[src/rtl/mem_pwr_pkg.sv]
package mem_pwr_pkg;

    typedef struct packed {
        logic sel_n;
        logic sel;
        logic wr_n;
    } ctl_t;

    localparam ctl_t CTL_IDLE = '{sel_n: 1'b1, sel: 1'b0, wr_n: 1'b1};

    function automatic logic ctl_selected(input ctl_t c);
        return (!c.sel_n) && c.sel;
    endfunction

endpackage

[src/rtl/mem_pwr_sampler.sv]
module mem_pwr_sampler
    import mem_pwr_pkg::*;
#(
    parameter int ADDR_W = 17,
    parameter int DATA_W = 8
) (
    input  logic              clk,
    input  logic              rst_n,
    input  ctl_t              ctl_i,
    input  logic [ADDR_W-1:0] addr_i,
    input  logic [DATA_W-1:0] data_i,
    output ctl_t              cur_ctl_o,
    output ctl_t              prv_ctl_o,
    output logic [ADDR_W-1:0] cur_addr_o,
    output logic [ADDR_W-1:0] prv_addr_o,
    output logic [DATA_W-1:0] cur_data_o,
    output logic [DATA_W-1:0] prv_data_o
);

    typedef struct packed {
        ctl_t              cur_ctl;
        ctl_t              prv_ctl;
        logic [ADDR_W-1:0] cur_addr;
        logic [ADDR_W-1:0] prv_addr;
        logic [DATA_W-1:0] cur_data;
        logic [DATA_W-1:0] prv_data;
    } smp_t;

    smp_t smp_d, smp_q;

    always_comb begin
        smp_d = smp_q;
        if (!rst_n) begin
            smp_d.cur_ctl  = CTL_IDLE;
            smp_d.prv_ctl  = CTL_IDLE;
            smp_d.cur_addr = '0;
            smp_d.prv_addr = '0;
            smp_d.cur_data = '0;
            smp_d.prv_data = '0;
        end else begin
            smp_d.prv_ctl  = smp_q.cur_ctl;
            smp_d.prv_addr = smp_q.cur_addr;
            smp_d.prv_data = smp_q.cur_data;
            smp_d.cur_ctl  = ctl_i;
            smp_d.cur_addr = addr_i;
            smp_d.cur_data = data_i;
        end
    end

    always_ff @(posedge clk) begin
        smp_q <= smp_d;
    end

    assign cur_ctl_o  = smp_q.cur_ctl;
    assign prv_ctl_o  = smp_q.prv_ctl;
    assign cur_addr_o = smp_q.cur_addr;
    assign prv_addr_o = smp_q.prv_addr;
    assign cur_data_o = smp_q.cur_data;
    assign prv_data_o = smp_q.prv_data;

    // history shifts by exactly one sample per clock
    AST_HIST_SHIFT: assert property (@(posedge clk) disable iff (!rst_n)
        $past(rst_n) |-> (prv_addr_o == $past(cur_addr_o)));

endmodule

[src/rtl/mem_pwr_wake_qual.sv]
module mem_pwr_wake_qual
    import mem_pwr_pkg::*;
#(
    parameter int ADDR_W = 17,
    parameter int DATA_W = 8
) (
    input  logic              clk,
    input  logic              rst_n,
    input  ctl_t              cur_ctl_i,
    input  ctl_t              prv_ctl_i,
    input  logic [ADDR_W-1:0] cur_addr_i,
    input  logic [ADDR_W-1:0] prv_addr_i,
    input  logic [DATA_W-1:0] cur_data_i,
    input  logic [DATA_W-1:0] prv_data_i,
    output logic              sel_o,
    output logic              wake_evt_o
);

    logic [ADDR_W-1:0] addr_flip;
    logic [DATA_W-1:0] data_flip;

    for (genvar ai = 0; ai < ADDR_W; ai++) begin : g_addr_cmp
        assign addr_flip[ai] = cur_addr_i[ai] ^ prv_addr_i[ai];
    end

    for (genvar di = 0; di < DATA_W; di++) begin : g_data_cmp
        assign data_flip[di] = cur_data_i[di] ^ prv_data_i[di];
    end

    logic sel_now;
    logic sel_edge_evt;
    logic wr_edge_evt;
    logic addr_evt;
    logic data_evt;

    always_comb begin
        sel_now      = ctl_selected(cur_ctl_i);
        sel_edge_evt = (!prv_ctl_i.sel && cur_ctl_i.sel && !cur_ctl_i.sel_n)
                     || (prv_ctl_i.sel_n && !cur_ctl_i.sel_n && cur_ctl_i.sel);
        wr_edge_evt  = prv_ctl_i.wr_n && !cur_ctl_i.wr_n && sel_now;
        addr_evt     = (|addr_flip) && sel_now;
        data_evt     = (|data_flip) && sel_now && !cur_ctl_i.wr_n;
    end

    assign sel_o      = sel_now;
    assign wake_evt_o = sel_edge_evt || wr_edge_evt || addr_evt || data_evt;

    AST_NO_WAKE_DESEL: assert property (@(posedge clk) disable iff (!rst_n)
        wake_evt_o |-> (!cur_ctl_i.sel_n && cur_ctl_i.sel));

    AST_DATA_NEEDS_WR: assert property (@(posedge clk) disable iff (!rst_n)
        (wake_evt_o && cur_ctl_i.wr_n && (cur_addr_i == prv_addr_i)
         && (cur_ctl_i == prv_ctl_i)) |-> 1'b0);

endmodule

[src/rtl/mem_pwr_timer.sv]
module mem_pwr_timer #(
    parameter int QUIET_CYC = 16,
    localparam int CNT_W    = $clog2(QUIET_CYC + 1)
) (
    input  logic clk,
    input  logic rst_n,
    input  logic sel_i,
    input  logic wake_evt_i,
    output logic power_up_o,
    output logic wake_o
);

    localparam logic [CNT_W-1:0] CNT_FULL = CNT_W'(QUIET_CYC);

    typedef struct packed {
        logic [CNT_W-1:0] cnt;
        logic             pwr;
        logic             wake;
    } tmr_t;

    tmr_t tmr_d, tmr_q;

    always_comb begin
        tmr_d = tmr_q;
        if (!rst_n) begin
            tmr_d.cnt  = '0;
            tmr_d.pwr  = 1'b0;
            tmr_d.wake = 1'b0;
        end else if (!sel_i) begin
            tmr_d.cnt  = '0;
            tmr_d.pwr  = 1'b0;
            tmr_d.wake = 1'b0;
        end else begin
            tmr_d.wake = wake_evt_i;
            if (wake_evt_i) begin
                tmr_d.cnt = CNT_FULL;
            end else if (tmr_q.cnt != '0) begin
                tmr_d.cnt = tmr_q.cnt - CNT_W'(1);
            end
            tmr_d.pwr = (tmr_d.cnt != '0);
        end
    end

    always_ff @(posedge clk) begin
        tmr_q <= tmr_d;
    end

    assign power_up_o = tmr_q.pwr;
    assign wake_o     = tmr_q.wake;

    AST_CNT_BOUND: assert property (@(posedge clk) disable iff (!rst_n)
        tmr_q.cnt <= CNT_FULL);

    AST_COUNT_DOWN: assert property (@(posedge clk) disable iff (!rst_n)
        (tmr_q.cnt != '0 && sel_i && !wake_evt_i) |=> (tmr_q.cnt == $past(tmr_q.cnt) - CNT_W'(1)));

    AST_EXPIRY_WAKE: assert property (@(posedge clk) disable iff (!rst_n)
        (tmr_q.cnt == CNT_W'(1) && sel_i && wake_evt_i) |=> power_up_o);

endmodule

[src/rtl/mem_autopwr_mon.sv]
module mem_autopwr_mon
    import mem_pwr_pkg::*;
#(
    parameter int ADDR_W    = 17,
    parameter int DATA_W    = 8,
    parameter int QUIET_CYC = 16
) (
    input  logic              clk,
    input  logic              rst_n,
    input  logic              sel_n_i,
    input  logic              sel_i,
    input  logic              wr_n_i,
    input  logic [ADDR_W-1:0] addr_i,
    input  logic [DATA_W-1:0] data_i,
    output logic              power_up_o,
    output logic              wake_o
);

    ctl_t              pin_ctl;
    ctl_t              cur_ctl;
    ctl_t              prv_ctl;
    logic [ADDR_W-1:0] cur_addr;
    logic [ADDR_W-1:0] prv_addr;
    logic [DATA_W-1:0] cur_data;
    logic [DATA_W-1:0] prv_data;
    logic              sel_cur;
    logic              wake_evt;

    assign pin_ctl = '{sel_n: sel_n_i, sel: sel_i, wr_n: wr_n_i};

    mem_pwr_sampler #(
        .ADDR_W (ADDR_W),
        .DATA_W (DATA_W)
    ) u_sampler (
        .clk        (clk),
        .rst_n      (rst_n),
        .ctl_i      (pin_ctl),
        .addr_i     (addr_i),
        .data_i     (data_i),
        .cur_ctl_o  (cur_ctl),
        .prv_ctl_o  (prv_ctl),
        .cur_addr_o (cur_addr),
        .prv_addr_o (prv_addr),
        .cur_data_o (cur_data),
        .prv_data_o (prv_data)
    );

    mem_pwr_wake_qual #(
        .ADDR_W (ADDR_W),
        .DATA_W (DATA_W)
    ) u_qual (
        .clk        (clk),
        .rst_n      (rst_n),
        .cur_ctl_i  (cur_ctl),
        .prv_ctl_i  (prv_ctl),
        .cur_addr_i (cur_addr),
        .prv_addr_i (prv_addr),
        .cur_data_i (cur_data),
        .prv_data_i (prv_data),
        .sel_o      (sel_cur),
        .wake_evt_o (wake_evt)
    );

    mem_pwr_timer #(
        .QUIET_CYC (QUIET_CYC)
    ) u_timer (
        .clk        (clk),
        .rst_n      (rst_n),
        .sel_i      (sel_cur),
        .wake_evt_i (wake_evt),
        .power_up_o (power_up_o),
        .wake_o     (wake_o)
    );

    AST_DESEL_STANDBY: assert property (@(posedge clk) disable iff (!rst_n)
        !sel_cur |=> !power_up_o);

    AST_WAKE_LATENCY: assert property (@(posedge clk) disable iff (!rst_n)
        wake_evt |=> (wake_o && power_up_o));

    AST_PULSE_ONLY_ON_EVT: assert property (@(posedge clk) disable iff (!rst_n)
        !wake_evt |=> !wake_o);

endmodule

[config.mk]
export PLATFORM = sky130hd
export DESIGN_NAME = mem_autopwr_mon
export DESIGN_NICKNAME = d
export VERILOG_FILES = /design/src/rtl/mem_pwr_pkg.sv /design/src/rtl/mem_pwr_sampler.sv /design/src/rtl/mem_pwr_wake_qual.sv /design/src/rtl/mem_pwr_timer.sv /design/src/rtl/mem_autopwr_mon.sv
export SDC_FILE = /design/constraint.sdc
export NUM_CORES = 1
export LEC_CHECK = 0
export BUFFER_PORTS_ARGS = -buffer_cell sky130_fd_sc_hd__clkbuf_2
export CAP_MARGIN = 20
export CELL_PAD_IN_SITES_DETAIL_PLACEMENT = 1
export CELL_PAD_IN_SITES_GLOBAL_PLACEMENT = 2
export CORE_AREA = 2 2 79 81
export CTS_CLUSTER_SIZE = 14
export DETAILED_ROUTE_END_ITERATION = 8
export DIE_AREA = 0 0 81 83
export PLACE_DENSITY_LB_ADDON = 0.1
export SLEW_MARGIN = 20
export SYNTH_ARGS = -nofsm -noshare
export SYNTH_HDL_FRONTEND = slang
export SYNTH_SLANG_ARGS = --single-unit
[constraint.sdc]
create_clock -name clk -period 3.3 [get_ports clk]
set_input_delay 0.66 -clock clk [delete_from_list [all_inputs] [get_ports clk]]
set_output_delay 0.66 -clock clk [all_outputs]
set_load 0.02 [all_outputs]
== Yosys cells after proc, flatten, opt, wreduce, memory -nomap -nowiden ==
Index checks and enable logic that the tools add are counted.

* Input bits: 30
* Output and inout port bits: 2
* Word-level logic and storage cells: 65
* Register bits after elaboration: 63

* Add/subtract/negate cells: 1
* Multiplexer cells: 4
* Bitwise logic cells: 25
* Reduce and logical (&&, ||, !) cells: 22

{| class="wikitable"
|+ Operators by type and width
! kind !! number
|-
| $xor 1x1->1 || 25
|-
| $mux 5 || 4
|-
| $reduce_or 17->1 || 1
|-
| $logic_and 1x1->1 || 10
|-
| $reduce_bool 5->1 || 2
|-
| $reduce_or 8->1 || 1
|-
| $sub 5x1->5 const B || 1
|-
| $logic_or 1x1->1 || 4
|-
| $logic_not 1->1 || 3
|-
| $reduce_and 2->1 || 1
|}

== Longest topological paths before layout ==
* Depth in word-level cells: 11
* Mapped depth: 7

== Cells and area by module ==
A second synthesis with hierarchy kept.

* Cell total of the unflattened synthesis: 188
* Area, all modules: 2188.3 sq um

{| class="wikitable"
|+ By module, submodules not included
! module !! instances !! area an instance (sq um) !! cells an instance !! sequential area each (sq um)
|-
| mem_pwr_sampler || 1 || 1532.7 || 118 || 1121.1
|-
| mem_pwr_timer || 1 || 349.1 || 32 || 140.1
|-
| mem_pwr_wake_qual || 1 || 306.5 || 38 || 0.0
|}

== Least setup slack after synthesis ==
Ideal clock, no wire load.

* Path type: reg-to-reg
* From: register u_timer.tmr_q[2] (netlist bit)
* To: register u_timer.tmr_q (netlist bit u_timer.power_up_o)
* Buffers on the path: 0
* Period minus slack after synthesis: 1435 ps
* Arrival time: 1301 ps
* Setup time: 134 ps
* Stages on the path, launching flop included: 8
* Data required time: 3166 ps
* Path slack: 1865 ps
* Cell sequence: dfxtp_1 > inv_1 > ha_1 > nand2_1 > o21ai_0 > nand3_1 > a2111oi_0 > a21oi_1

* Cells in the longest elaborated chain, start to end: 6
* Elaborated cells between the ends (all ways): 7
* Classes of those cells: 1 x add/sub; 4 x mux; 2 x reduce/logical

{| class="wikitable"
|+ Ends and longest elaborated chain
! what !! line !! text
|-
| from (decl) || mem_pwr_timer.sv:21 || <nowiki>tmr_t tmr_d, tmr_q;</nowiki>
|-
| from (signal assigned) || mem_pwr_timer.sv:45 || <nowiki>tmr_q <= tmr_d;</nowiki>
|-
| $sub 5x1->5 or $reduce_bool 5->1 (tied branches) || mem_pwr_timer.sv:38, mem_pwr_timer.sv:37 ||
|-
| $mux 5 (*) || mem_pwr_timer.sv:37 || <nowiki>end else if (tmr_q.cnt != '0) begin</nowiki>
|-
| $mux 5 (*) || mem_pwr_timer.sv:35 || <nowiki>if (wake_evt_i) begin</nowiki>
|-
| $mux 5 (*) || mem_pwr_timer.sv:29 || <nowiki>end else if (!sel_i) begin</nowiki>
|-
| $mux 5 (*) || mem_pwr_timer.sv:25 || <nowiki>if (!rst_n) begin</nowiki>
|-
| $reduce_bool 5->1 (*) || mem_pwr_timer.sv:40 || <nowiki>tmr_d.pwr = (tmr_d.cnt != '0);</nowiki>
|}

Every way passes the cells marked *; elsewhere a longest branch is shown, timed or not. The select of a mux whose other input is x is not followed.
A chain may end at the register's enable or synchronous reset.

== Worst setup path in the final report ==
Ends and elaborated chain as after synthesis.

==> impl_results.md <==
* Total Routing Usage GR at about an eighth
* CTS tree: done
* CTS Buf Count at 9
* Final ANT Viol Nets at 0
* Ant. Diodes at 0
* Average via count per standard cell at between 4 and 5
* VDD IR max at about 0.00028 V
* Design Area, Final at 2550 um^2
* Sequential share of the synthesized area at approximately three fifths
* Dpl ws at between 1 and 1.5 ns
* Max-slew violations at 0
* Final WS setup at 1.49 ns
* Core area at between 5000 and 6000 um^2
* Rel. slew slack at a little under half
* DR pass1 iterations at 4
* Post-CTS setup buffers at 0
* Fraction of registers with async set/reset at 0%
* Syn nets at approximately 230
* Clock transition at path regs at ~0.06 ns
* Buffers on Ports at 31
* Yosys reg bits at 63
* Largest net degree at the start of global routing at 58
* Clk sinks at 63
* Routed vias at roughly 1400
* Yosys top cell by area: dfxtp_1
* Slew @ Worst Pin at 0.816 ns
* Worst Path Max Fanout at 6
* Root Buffer: clkbuf_8
* Hold_buf cts at 0
* Clk buf depth at 2
* Worst path arrival time at 2.00 ns
* Crit Path Category: reg -> reg
* Mapped Avg Cell Area at around 11 um^2
* Synth warnings at 0
* Netlist Area Pre-Place at between 2000 and 2500 um^2
* WHS at between 0.4 and 0.5 ns
* WL/cell at approximately 12 um
* Clk_lat worst skew at 0.33 ns
* Synth Instances at between 150 and 200
* DRT iter0 DRCs at 45
* Ys flop type: dfxtp_1
* First-pass GRT wire length at between 6 and 7 mm
* Layout cell share with drive strength beyond 1 at 22.5%
* Cts repair resizes at 0
* Pwr/cell area at between 500 and 600 nW/um^2
* Vias in the first global route at approximately 1500
* GR Overflow Total at 0
* RSZ-0062 raised after global routing: no
* Drt total wl at between 3 and 4 mm
* Layout net count at 262
* Critical Path RT at ~3.5 ns
* Worst min path class: reg -> reg
* Initial antenna violation count at 0
* Post-DP Area at approximately 2400 um^2
* Total of max-cap violations at 0
* Largest cells by area after synthesis: dfxtp_1, and2_1, xor2_1
* Setup TNS at 0 ns
* Number of placement rows at 28
* HPWL Detailed at approximately 2.6 mm
* Post-synth top area share at about three fifths
* DRC Markers at 0
* Clock Skew at 0.00938 ns
* Area grow syn2layout at 17.7%
* CTS HTree Levels at 3
* Final Critical Period at 1.81 ns
* RD Place Congestion at roughly 0.68
* Final core occ at 43.8%
* Tcrit/Tclk final at a little over half
* LEAKAGE at 1.16 nW
* Fmax at between 0.5 and 0.6 GHz
* Die X-Extent at 81 um
* CP Launch Type: flop
* Die area at 6720 um^2
* Final Hold Viols at 0
* Cell variety after synth at 29
* Die Span Y at roughly 83 um
* Initial core utilization at 37.3%
* Io pins at 32
* Status: complete, no violations
* Setup crit end kind: flop
* Final setup violation count at 0
* Number of synthesized flops with an enable pin at 0
==> worst max-delay path, stage by stage (launching register included) <==
cell and delay [ns]:
dfxtp_1 0.33, inv_1 0.11, ha_1 0.30, and2b_1 0.21, a22oi_1 0.10, a2111oi_0 0.50
a21oi_1 0.14
==> placed cells by master (no fill, tap or decap), drive strengths merged <==
cell,count
dfxtp,63
and2,52
clkbuf,42
xor2,21
xnor2,6
nor2,6
a21oi,5
clkinv,5
nor4,5
nand2b,4
nand2,4
and3,3
inv,2
o21ai,2
nand3b,2
nand4,2
nor3,2
nand3,1
and2b,1
a22oi,1
a2111oi,1
nor2b,1
nor4b,1
a21o,1
mux2,1
nor3b,1
ha,1
==> through the flow <==
| step | cells | power, mW |
|---|---|---|
| finish | 311 | 1.43 |
| global route | 311 | 1.51 |
| CTS | 311 | 1.46 |
| detailed placement | 295 | 0.914 |
| global placement | 295 | 0.910 |
| floorplan | 195 | 0.882 |
==> state kept, by name (all words and copies together), names as in the netlist <==
name	cells
u_sampler.cur_addr_o	17
u_sampler.cur_ctl_o	3
u_sampler.cur_data_o	8
u_sampler.prv_addr_o	17
u_sampler.prv_ctl_o	3
u_sampler.prv_data_o	8
u_timer.power_up_o	1
u_timer.tmr_q	5
u_timer.wake_o	1
==> routing by layer <==
metal,share of wire (%),GRT usage (%)
met2,48,19.1
met1,46,15.2
met3,4.4,5.43
met5,0,0
met4,1.6,6.93
==> cells in the mapped netlist (all sizes together) (2+ instances only) <==
master	instances
dfxtp	63
a21oi	5
and3	3
nand2	4
clkbuf	6
o21ai	2
xor2	21
inv	2
and2	52
nand2b	4
nand3b	2
nor3	2
nand4	2
nor2	6
xnor2	6
nor4	5
==> path summary, 6_finish.rpt <==
kind	start	to	slack, ns	cells past startpoint
min	u_sampler.cur_ctl_o[2]	u_sampler.prv_ctl_o[2]	0.43	1
max reg2reg	u_timer.tmr_q[2]	u_timer.power_up_o	1.49	6
min reg2reg	u_sampler.cur_ctl_o[2]	u_sampler.prv_ctl_o[2]	0.43	1
max	u_timer.tmr_q[2]	u_timer.power_up_o	1.49	6
==> power breakdown <==
| group | internal [mW] | switching, mW | leakage, nW | total (mW) |
|---|---|---|---|---|
| Combinational | 0.0468 | 0.0370 | 0.557 | 0.0838 |
| Clock | 0.266 | 0.271 | 0.0866 | 0.537 |
| Sequential | 0.794 | 0.0169 | 0.520 | 0.810 |
| Total | 1.11 | 0.325 | 1.16 | 1.43 |
==> cell type report <==
| cell class | instances | area, um^2 |
|---|---|---|
| Clock buffer | 11 | 131 |
| Clock inverter | 5 | 25.0 |
| Fill cell | 685 | 3270 |
| Inverter | 2 | 7.51 |
| Multi-Input combinational cell | 124 | 876 |
| Sequential cell | 63 | 1260 |
| Tap cell | 75 | 93.8 |
| Timing Repair Buffer | 31 | 155 |
==> logic make-up after synthesis <==
group	Yosys count	synth area share [%]
DFF	63	58.2
muxes	1	0.520
xor gates and xnor gates	27	10.9
buffers and inverters	8	1.39
adders and majority gates	1	0.577
AOI/OAI and AO/OA	10	2.71
and+or+nand+nor	85	25.7
Note: power is estimated with default switching activity, not from simulation.
